[config.mk]
export PLATFORM = sky130hd
export DESIGN_NAME = gpe_sci_ctrl
export DESIGN_NICKNAME = d
export VERILOG_FILES = /design/src/rtl/gpe_sci_pkg.sv /design/src/rtl/gpe_regbank.sv /design/src/rtl/gpe_sci_merge.sv /design/src/rtl/gpe_sci_ctrl.sv
export SDC_FILE = /design/constraint.sdc
export NUM_CORES = 1
export LEC_CHECK = 0
export BUFFER_PORTS_ARGS = -buffer_cell sky130_fd_sc_hd__buf_2
export CAP_MARGIN = 20
export CORE_MARGIN = 2
export CORE_UTILIZATION = 47
export DETAILED_ROUTE_END_ITERATION = 8
export GPL_TIMING_DRIVEN = 0
export HOLD_SLACK_MARGIN = 0.03
export PLACE_DENSITY = 0.78
export SLEW_MARGIN = 25
export SYNTH_ARGS = -nofsm -noshare
export SYNTH_HDL_FRONTEND = slang
export SYNTH_SLANG_ARGS = --single-unit
[constraint.sdc]
create_clock -name clk -period 1.22 [get_ports clk]
set_input_delay 0.183 -clock clk [delete_from_list [all_inputs] [get_ports clk]]
set_output_delay 0.183 -clock clk [all_outputs]
set_load 0.01 [all_outputs]
[src/rtl/gpe_sci_pkg.sv]
package gpe_sci_pkg;
    localparam int PM1_W      = 16;
    localparam int TMR_BIT    = 0;
    localparam int GLK_BIT    = 5;
    localparam int PWRBTN_BIT = 8;
    localparam int RTC_BIT    = 10;
    localparam int HP_BIT     = 1;

    localparam logic [PM1_W-1:0] PM1_SCI_MASK =
        (PM1_W'(1) << TMR_BIT) | (PM1_W'(1) << GLK_BIT) |
        (PM1_W'(1) << PWRBTN_BIT) | (PM1_W'(1) << RTC_BIT);
endpackage

[src/rtl/gpe_regbank.sv]
module gpe_regbank
    import gpe_sci_pkg::*;
#(
    parameter int NBYTES = 4,
    localparam int HALF = NBYTES / 2,
    localparam int AW = $clog2(NBYTES)
) (
    input  logic          clk,
    input  logic          rst_n,
    input  logic          wr,
    input  logic [AW-1:0] addr,
    input  logic [7:0]    wdata,
    input  logic          hp_evt,
    output logic [7:0]    rdata,
    output logic [7:0]    sts0,
    output logic [7:0]    en0
);
    typedef struct packed {
        logic [HALF-1:0][7:0] sts;
        logic [HALF-1:0][7:0] en;
    } bank_t;

    bank_t bank_d, bank_q;

    always_comb begin
        int ai;
        ai = int'(addr);
        bank_d = bank_q;
        if (wr) begin
            if (ai < HALF)
                bank_d.sts[ai] = bank_q.sts[ai] & ~wdata;
            else
                bank_d.en[ai-HALF] = wdata;
        end
        // event after clear: set wins
        if (hp_evt)
            bank_d.sts[0][HP_BIT] = 1'b1;
    end

    always_ff @(posedge clk) begin
        if (!rst_n) bank_q <= '0;
        else        bank_q <= bank_d;
    end

    always_comb begin
        int ri;
        ri = int'(addr);
        if (ri < HALF) rdata = bank_q.sts[ri];
        else           rdata = bank_q.en[ri-HALF];
    end

    assign sts0 = bank_q.sts[0];
    assign en0  = bank_q.en[0];


    hp_set_chk: assert property (@(posedge clk) disable iff (!rst_n)
        hp_evt |=> sts0[HP_BIT]);


    w1c_chk: assert property (@(posedge clk) disable iff (!rst_n)
        (wr && addr == '0 && wdata[HP_BIT] && !hp_evt) |=> !sts0[HP_BIT]);


    no_set_chk: assert property (@(posedge clk) disable iff (!rst_n)
        (!hp_evt && !sts0[0]) |=> !sts0[0]);


    en_hold_chk: assert property (@(posedge clk) disable iff (!rst_n)
        !(wr && int'(addr) == HALF) |=> $stable(en0));
endmodule

[src/rtl/gpe_sci_merge.sv]
module gpe_sci_merge
    import gpe_sci_pkg::*;
(
    input  logic [PM1_W-1:0] pm1_sts,
    input  logic [PM1_W-1:0] pm1_en,
    input  logic [7:0]       gsts0,
    input  logic [7:0]       gen0,
    output logic             sci,
    output logic             tmr_arm
);
    logic pm1_hit, gpe_hit;

    always_comb begin
        pm1_hit = |(pm1_sts & pm1_en & PM1_SCI_MASK);
        gpe_hit = gsts0[HP_BIT] & gen0[HP_BIT];
        sci     = pm1_hit | gpe_hit;
        tmr_arm = pm1_en[TMR_BIT] & ~pm1_sts[TMR_BIT];
    end
endmodule

[src/rtl/gpe_sci_ctrl.sv]
module gpe_sci_ctrl
    import gpe_sci_pkg::*;
#(
    parameter int GPE_LEN = 4,
    localparam int AW = $clog2(GPE_LEN)
) (
    input  logic             clk,
    input  logic             rst_n,
    input  logic             io_wr,
    input  logic [AW-1:0]    io_addr,
    input  logic [7:0]       io_wdata,
    output logic [7:0]       io_rdata,
    input  logic [PM1_W-1:0] pm1_sts,
    input  logic [PM1_W-1:0] pm1_en,
    input  logic             hotplug_evt,
    output logic             sci,
    output logic             tmr_arm
);
    logic [7:0] sts0, en0;

    gpe_regbank #(.NBYTES(GPE_LEN)) u_bank (
        .clk(clk), .rst_n(rst_n), .wr(io_wr), .addr(io_addr),
        .wdata(io_wdata), .hp_evt(hotplug_evt), .rdata(io_rdata),
        .sts0(sts0), .en0(en0)
    );

    gpe_sci_merge u_merge (
        .pm1_sts(pm1_sts), .pm1_en(pm1_en), .gsts0(sts0), .gen0(en0),
        .sci(sci), .tmr_arm(tmr_arm)
    );


    gpe_sci_chk: assert property (@(posedge clk) disable iff (!rst_n)
        (sts0[HP_BIT] && en0[HP_BIT]) |-> sci);


    pm1_ignore_chk: assert property (@(posedge clk) disable iff (!rst_n)
        ((pm1_sts & pm1_en & PM1_SCI_MASK) == '0 && !(sts0[HP_BIT] && en0[HP_BIT]))
        |-> !sci);


    tmr_arm_chk: assert property (@(posedge clk) disable iff (!rst_n)
        pm1_sts[TMR_BIT] |-> !tmr_arm);
endmodule

Word-level counts from Yosys, hierarchy flattened
Cells that the tools add are included.
Storage, ports and cells
  register bits after elaboration: 32
  word-level logic and storage cells: 43
Cells by class
  $add $sub $neg: 1
  magnitude comparators: 5
  multiplexer cells: 16
  bitwise logic cells: 8
  reductions and logical operators: 8
Operators by type and width (count)
  8-bit two-way mux: 8
  16-bit bitwise mux: 2
  32-bit by 1-bit >= comparator with 1-bit output (second input constant): 1
  32-bit by 3-bit less-than comparator with 1-bit output (second input constant): 1
  18-bit two-way mux: 1
  8-bit demux with 1-bit select: 2
  16-bit two-way mux: 1
  11-bit AND: 1
  8-bit AND: 1
  8-bit NOT: 1
  2-bit AND reduction: 3
  2-bit less-than comparator (second input constant): 2
  2-bit nonzero test: 2
  4-bit OR reduction: 1
  2-bit by 2-bit subtractor with 3-bit output (second input constant): 1
  1-bit AND: 2
  2-bit by 1-bit >= comparator with 1-bit output (second input constant): 1
  1-bit logical AND: 2
  2-bit two-way mux: 1
  1-bit NOT: 2
  1-bit two-way mux: 1
  1-bit bitwise OR: 1

Longest topological paths before layout
  depth in word-level cells: 9
  mapped depth: 4

By module
A second synthesis with hierarchy kept.
Second synthesis, totals
  cell total of the unflattened synthesis: 145
  area, all modules: 1496.4 um^2
By module, submodules not included
  gpe_regbank: instances 1, cells an instance 141, area an instance 1466.4 um^2
  gpe_sci_merge: instances 1, cells an instance 4, area an instance 30.0 um^2

Worst setup path before layout
OpenSTA, ideal clock, no wires.
  path type: input-to-output
  start: in io_addr[1]
  end: out io_rdata[2]
  data arrival time: 0.868 ns
  required time: 1.037 ns
  setup slack: 0.169 ns
  stages: 2
  path buffers: 1
  cell sequence: buf_6 mux4_2
On the way
  word-level cells in the longest chain between the ends: 2
Ends and longest elaborated chain
  start, declared: line gpe_sci_ctrl.sv:10  | input logic [AW-1:0] io_addr,
  2-bit less-than comparator: line gpe_regbank.sv:48  | if (ri < HALF) rdata = bank_q.sts[ri];
  8-bit two-way mux: line gpe_regbank.sv:48
  end, declared: line gpe_sci_ctrl.sv:12  | output logic [7:0] io_rdata,
No other way between the ends.

Worst setup path after layout
  start: reg u_bank.bank_q[9] in the netlist's numbering
  end: out io_rdata[1]
On the way
  word-level cells in the longest chain between the ends: 4
Ends and longest elaborated chain
  start, declared: line gpe_regbank.sv:23  | bank_t bank_d, bank_q;
  start signal, assigned: line gpe_regbank.sv:42  | else bank_q <= bank_d;
  8-bit two-way mux (not written as such) (3 in a row): line gpe_regbank.sv:49  | else rdata = bank_q.en[ri-HALF];
  8-bit two-way mux: line gpe_regbank.sv:48
No other way between the ends. The select of a mux whose other input is x is not followed.

==> impl_metrics.json <==
{
  "status": "finished, violations left",
  "violations": "setup timing",
  "grt_antenna_before_repair": 0,
  "cap_violations": 0,
  "report.final.slew_viol_count": 0,
  "drtPass1Iterations": 5,
  "layout_setup_ws_ns": -0.261,
  "numClockSinks": 32,
  "cp.required_ns": 1.04,
  "antenna-diode-count": 0,
  "fp.dieH_um": 57.9,
  "grt_max_degree": 11,
  "leakage_nw": 0.763,
  "cts_tree": "done",
  "clk_latency_ns": 0.33,
  "worst_r2r_endpoint": "u_bank.bank_q[14]$_SDFFE_PN0P_",
  "cp.buffers_inverters": 1,
  "cp-end-kind": "primary output",
  "ys_warn_count": 0,
  "die_w_um": 57.9,
  "fin_crit_ns": 1.48,
  "root_buffer": "clkbuf_4",
  "core_area_um2": 2760,
  "setup_viol": 9,
  "finClkSkew_ns": 0,
  "fmax_mhz": 675,
  "synthFlopType": "dfxtp_1",
  "grt-ovfl-total": 0,
  "ys_ff_latch": 32,
  "postRouteAntennaNets": 0,
  "synthTopCellsByCount": "40 x nand2_1, 32 x dfxtp_1, 16 x mux2i_1",
  "stdcell_count": 204,
  "slew_headroom_pct": 65.8,
  "drive_above_1_share_pct": 38.7,
  "place_congestion": 0.735,
  "io_pins": 56,
  "busiest_layer": "met2",
  "syn-num-nets": 176,
  "grt_pass1_vias": 1143,
  "ys_seq_area_share_pct": 47.0,
  "nFillCells": 244,
  "hold_depth": 2,
  "first_iter_violations": 37,
  "cp_max_fo": 2,
  "postSynthAreaPerCell_um2": 10.5,
  "holdCritStartpoint": "io_wdata[5]",
  "fin_util_pct": 62.2,
  "fin_tns_setup_ns": -2.15,
  "cpPeakStageDelay_ns": 0.48,
  "cts_inserted_buffers": 5,
  "rrSetupSlack_ns": 0.40,
  "crit_chain": "mux4_2 > buf_6",
  "crit_type": "reg -> out",
  "fin_nets": 218,
  "synth_top_area_share_pct": 47.0,
  "path_clk_slew_ns": 0.10,
  "tightest_slew_ns": 0.513,
  "io_buffer_count": 30,
  "syn_to_final_growth_pct": 25.7,
  "grt_pass1_wl_um": 5380,
  "cp-start-kind": "flip-flop",
  "synth.cell_area_um2": 1360,
  "post_drt_wl_per_cell_um": 16.5,
  "rsz0062_at_grt": "true",
  "synth_async_sr_flop_share_pct": 0,
  "syn_inst": 130,
  "yosysTopAreaCell": "dfxtp_1",
  "hold_end": "u_bank.bank_q[29]$_SDFFE_PN0P_",
  "r2r_cells": 4,
  "die-area_um2": 3350,
  "critical_path_arrival_ns": 1.30,
  "hold_viol": 0,
  "reg2reg_from": "u_bank.bank_q[14]$_SDFFE_PN0P_",
  "num_vias": 1152,
  "htree_levels": 2,
  "synth.most_common_cell": "nand2_1",
  "dpl.hpwl_um": 2330,
  "hold_path_class": "in -> reg",
  "vdd_drop_max_v": 0.000827,
  "power_density_nw_per_um2": 1140,
  "worst-path-stages": 2,
  "met2_usage_pct": 37.5,
  "dpl.cell_count": 191,
  "rows": 19,
  "start_util_pct": 49.5,
  "critPathTopFamily": "multiplexers",
  "use_met3_pct": 6.25,
  "drc_errors": 0,
  "synthTopCellsByArea": "dfxtp_1 47%, mux4_2 13%, mux2i_1 12%",
  "routed_wl_um": 3370,
  "grt_util_met1_pct": 26.0,
  "via_per_inst": 5.65,
  "synth_edf_count": 0,
  "synth.distinct_cells": 19,
  "critPathSlowestCell": "mux4_2",
  "cts_buffer_depth": 2,
  "fin_crit_sh_pct": 121,
  "gr-usage-all-layers_pct": 22.0
}
-- cell usage in the layout (no fill, tap or decap), types with 3 or more instances in the layout --
cell type	n
mux2i_1	16
a21oi_1	15
dlygate4sd3_1	3
dfxtp_2	11
mux4_2	8
clkbuf_1	5
buf_2	25
dfxtp_1	21
buf_4	3
clkbuf_4	5
nand2_1	40
buf_6	10
-- power breakdown --
group | internal (mW) | switching (mW) | total (mW)
Sequential | 1.07 | 0.0129 | 1.08
Combinational | 0.111 | 0.116 | 0.227
Clock | 0.284 | 0.359 | 0.643
Total | 1.46 | 0.488 | 1.95
-- worst register-to-register path, stage by stage, from the launching register on --
cell     delay, ns
dfxtp_2       0.33
buf_4         0.12
buf_4         0.13
nand2_1       0.05
mux2i_1       0.08
-- what timing repair did --
item / in CTS / in global routing
pin swaps: 2 / 2
setup buffers: 1 / 1
gates cloned: 0 / 0
hold buffers: 3 / 0
gates resized for setup: 12 / 6
endpoints found under the hold margin: 4 / 0
endpoints found under the setup margin: 9 / 9
-- layout make-up --
class | instances | area, um2 | area share [%]
Buffer | 9 | 62.6 | 3.65
Clock buffer | 8 | 58.8 | 3.43
Inverter | 1 | 3.75 | 0.219
Multi-Input combinational cell | 88 | 657 | 38.3
Sequential cell | 32 | 654 | 38.2
Tap cell | 31 | 38.8 | 2.26
Timing Repair Buffer | 35 | 239 | 13.9
-- how the worst max path moves through the flow --
stage / startpoint / endpoint / slack (ns)
detailed placement: io_addr[1] / io_rdata[6] / -0.12
finish: u_bank.bank_q[9]$_SDFFE_PN0P_ / io_rdata[1] / -0.26
floorplan: io_addr[1] / io_rdata[2] / 0.17
CTS: u_bank.bank_q[9]$_SDFFE_PN0P_ / io_rdata[1] / -0.27
global placement: io_addr[1] / io_rdata[2] / -0.1
global route: u_bank.bank_q[9]$_SDFFE_PN0P_ / io_rdata[1] / -0.29
-- through the flow --
step | power, mW | setup WS, ns | hold WS (ns) | area [um2]
global placement | 1.30 | -0.0995 | 0.384 | 1550
global route | 2.02 | -0.287 | 0.0409 | 1710
CTS | 1.95 | -0.271 | 0.0316 | 1690
finish | 1.95 | -0.261 | 0.0382 | 1710
floorplan | 1.22 | 0.169 | 0.270 | 1360
detailed placement | 1.31 | -0.121 | 0.388 | 1550
-- logic make-up after synthesis --
| logic type | synth area share (%) |
|---|---|
| AOI/OAI and AO/OA | 7.61 |
| buffers and inverters | 4.86 |
| DFF | 47.0 |
| muxes | 25.0 |
| and+or+nand+nor | 15.6 |
-- metal layers --
| layer | vias up | share of wire [%] |
|---|---|---|
| met2 | 45 | 51 |
| met1 | 558 | 40 |
| met3 | 8 | 6.1 |
| met4 | 0 | 1.9 |
| met5 | - | 0 |
| li1 | 541 | - |
-- registers in the layout, summed over array words and instances (netlist names) --
name,flops
u_bank.bank_q,16
u_bank.en0,8
u_bank.sts0,8
Power figures use the tool's default switching activity.
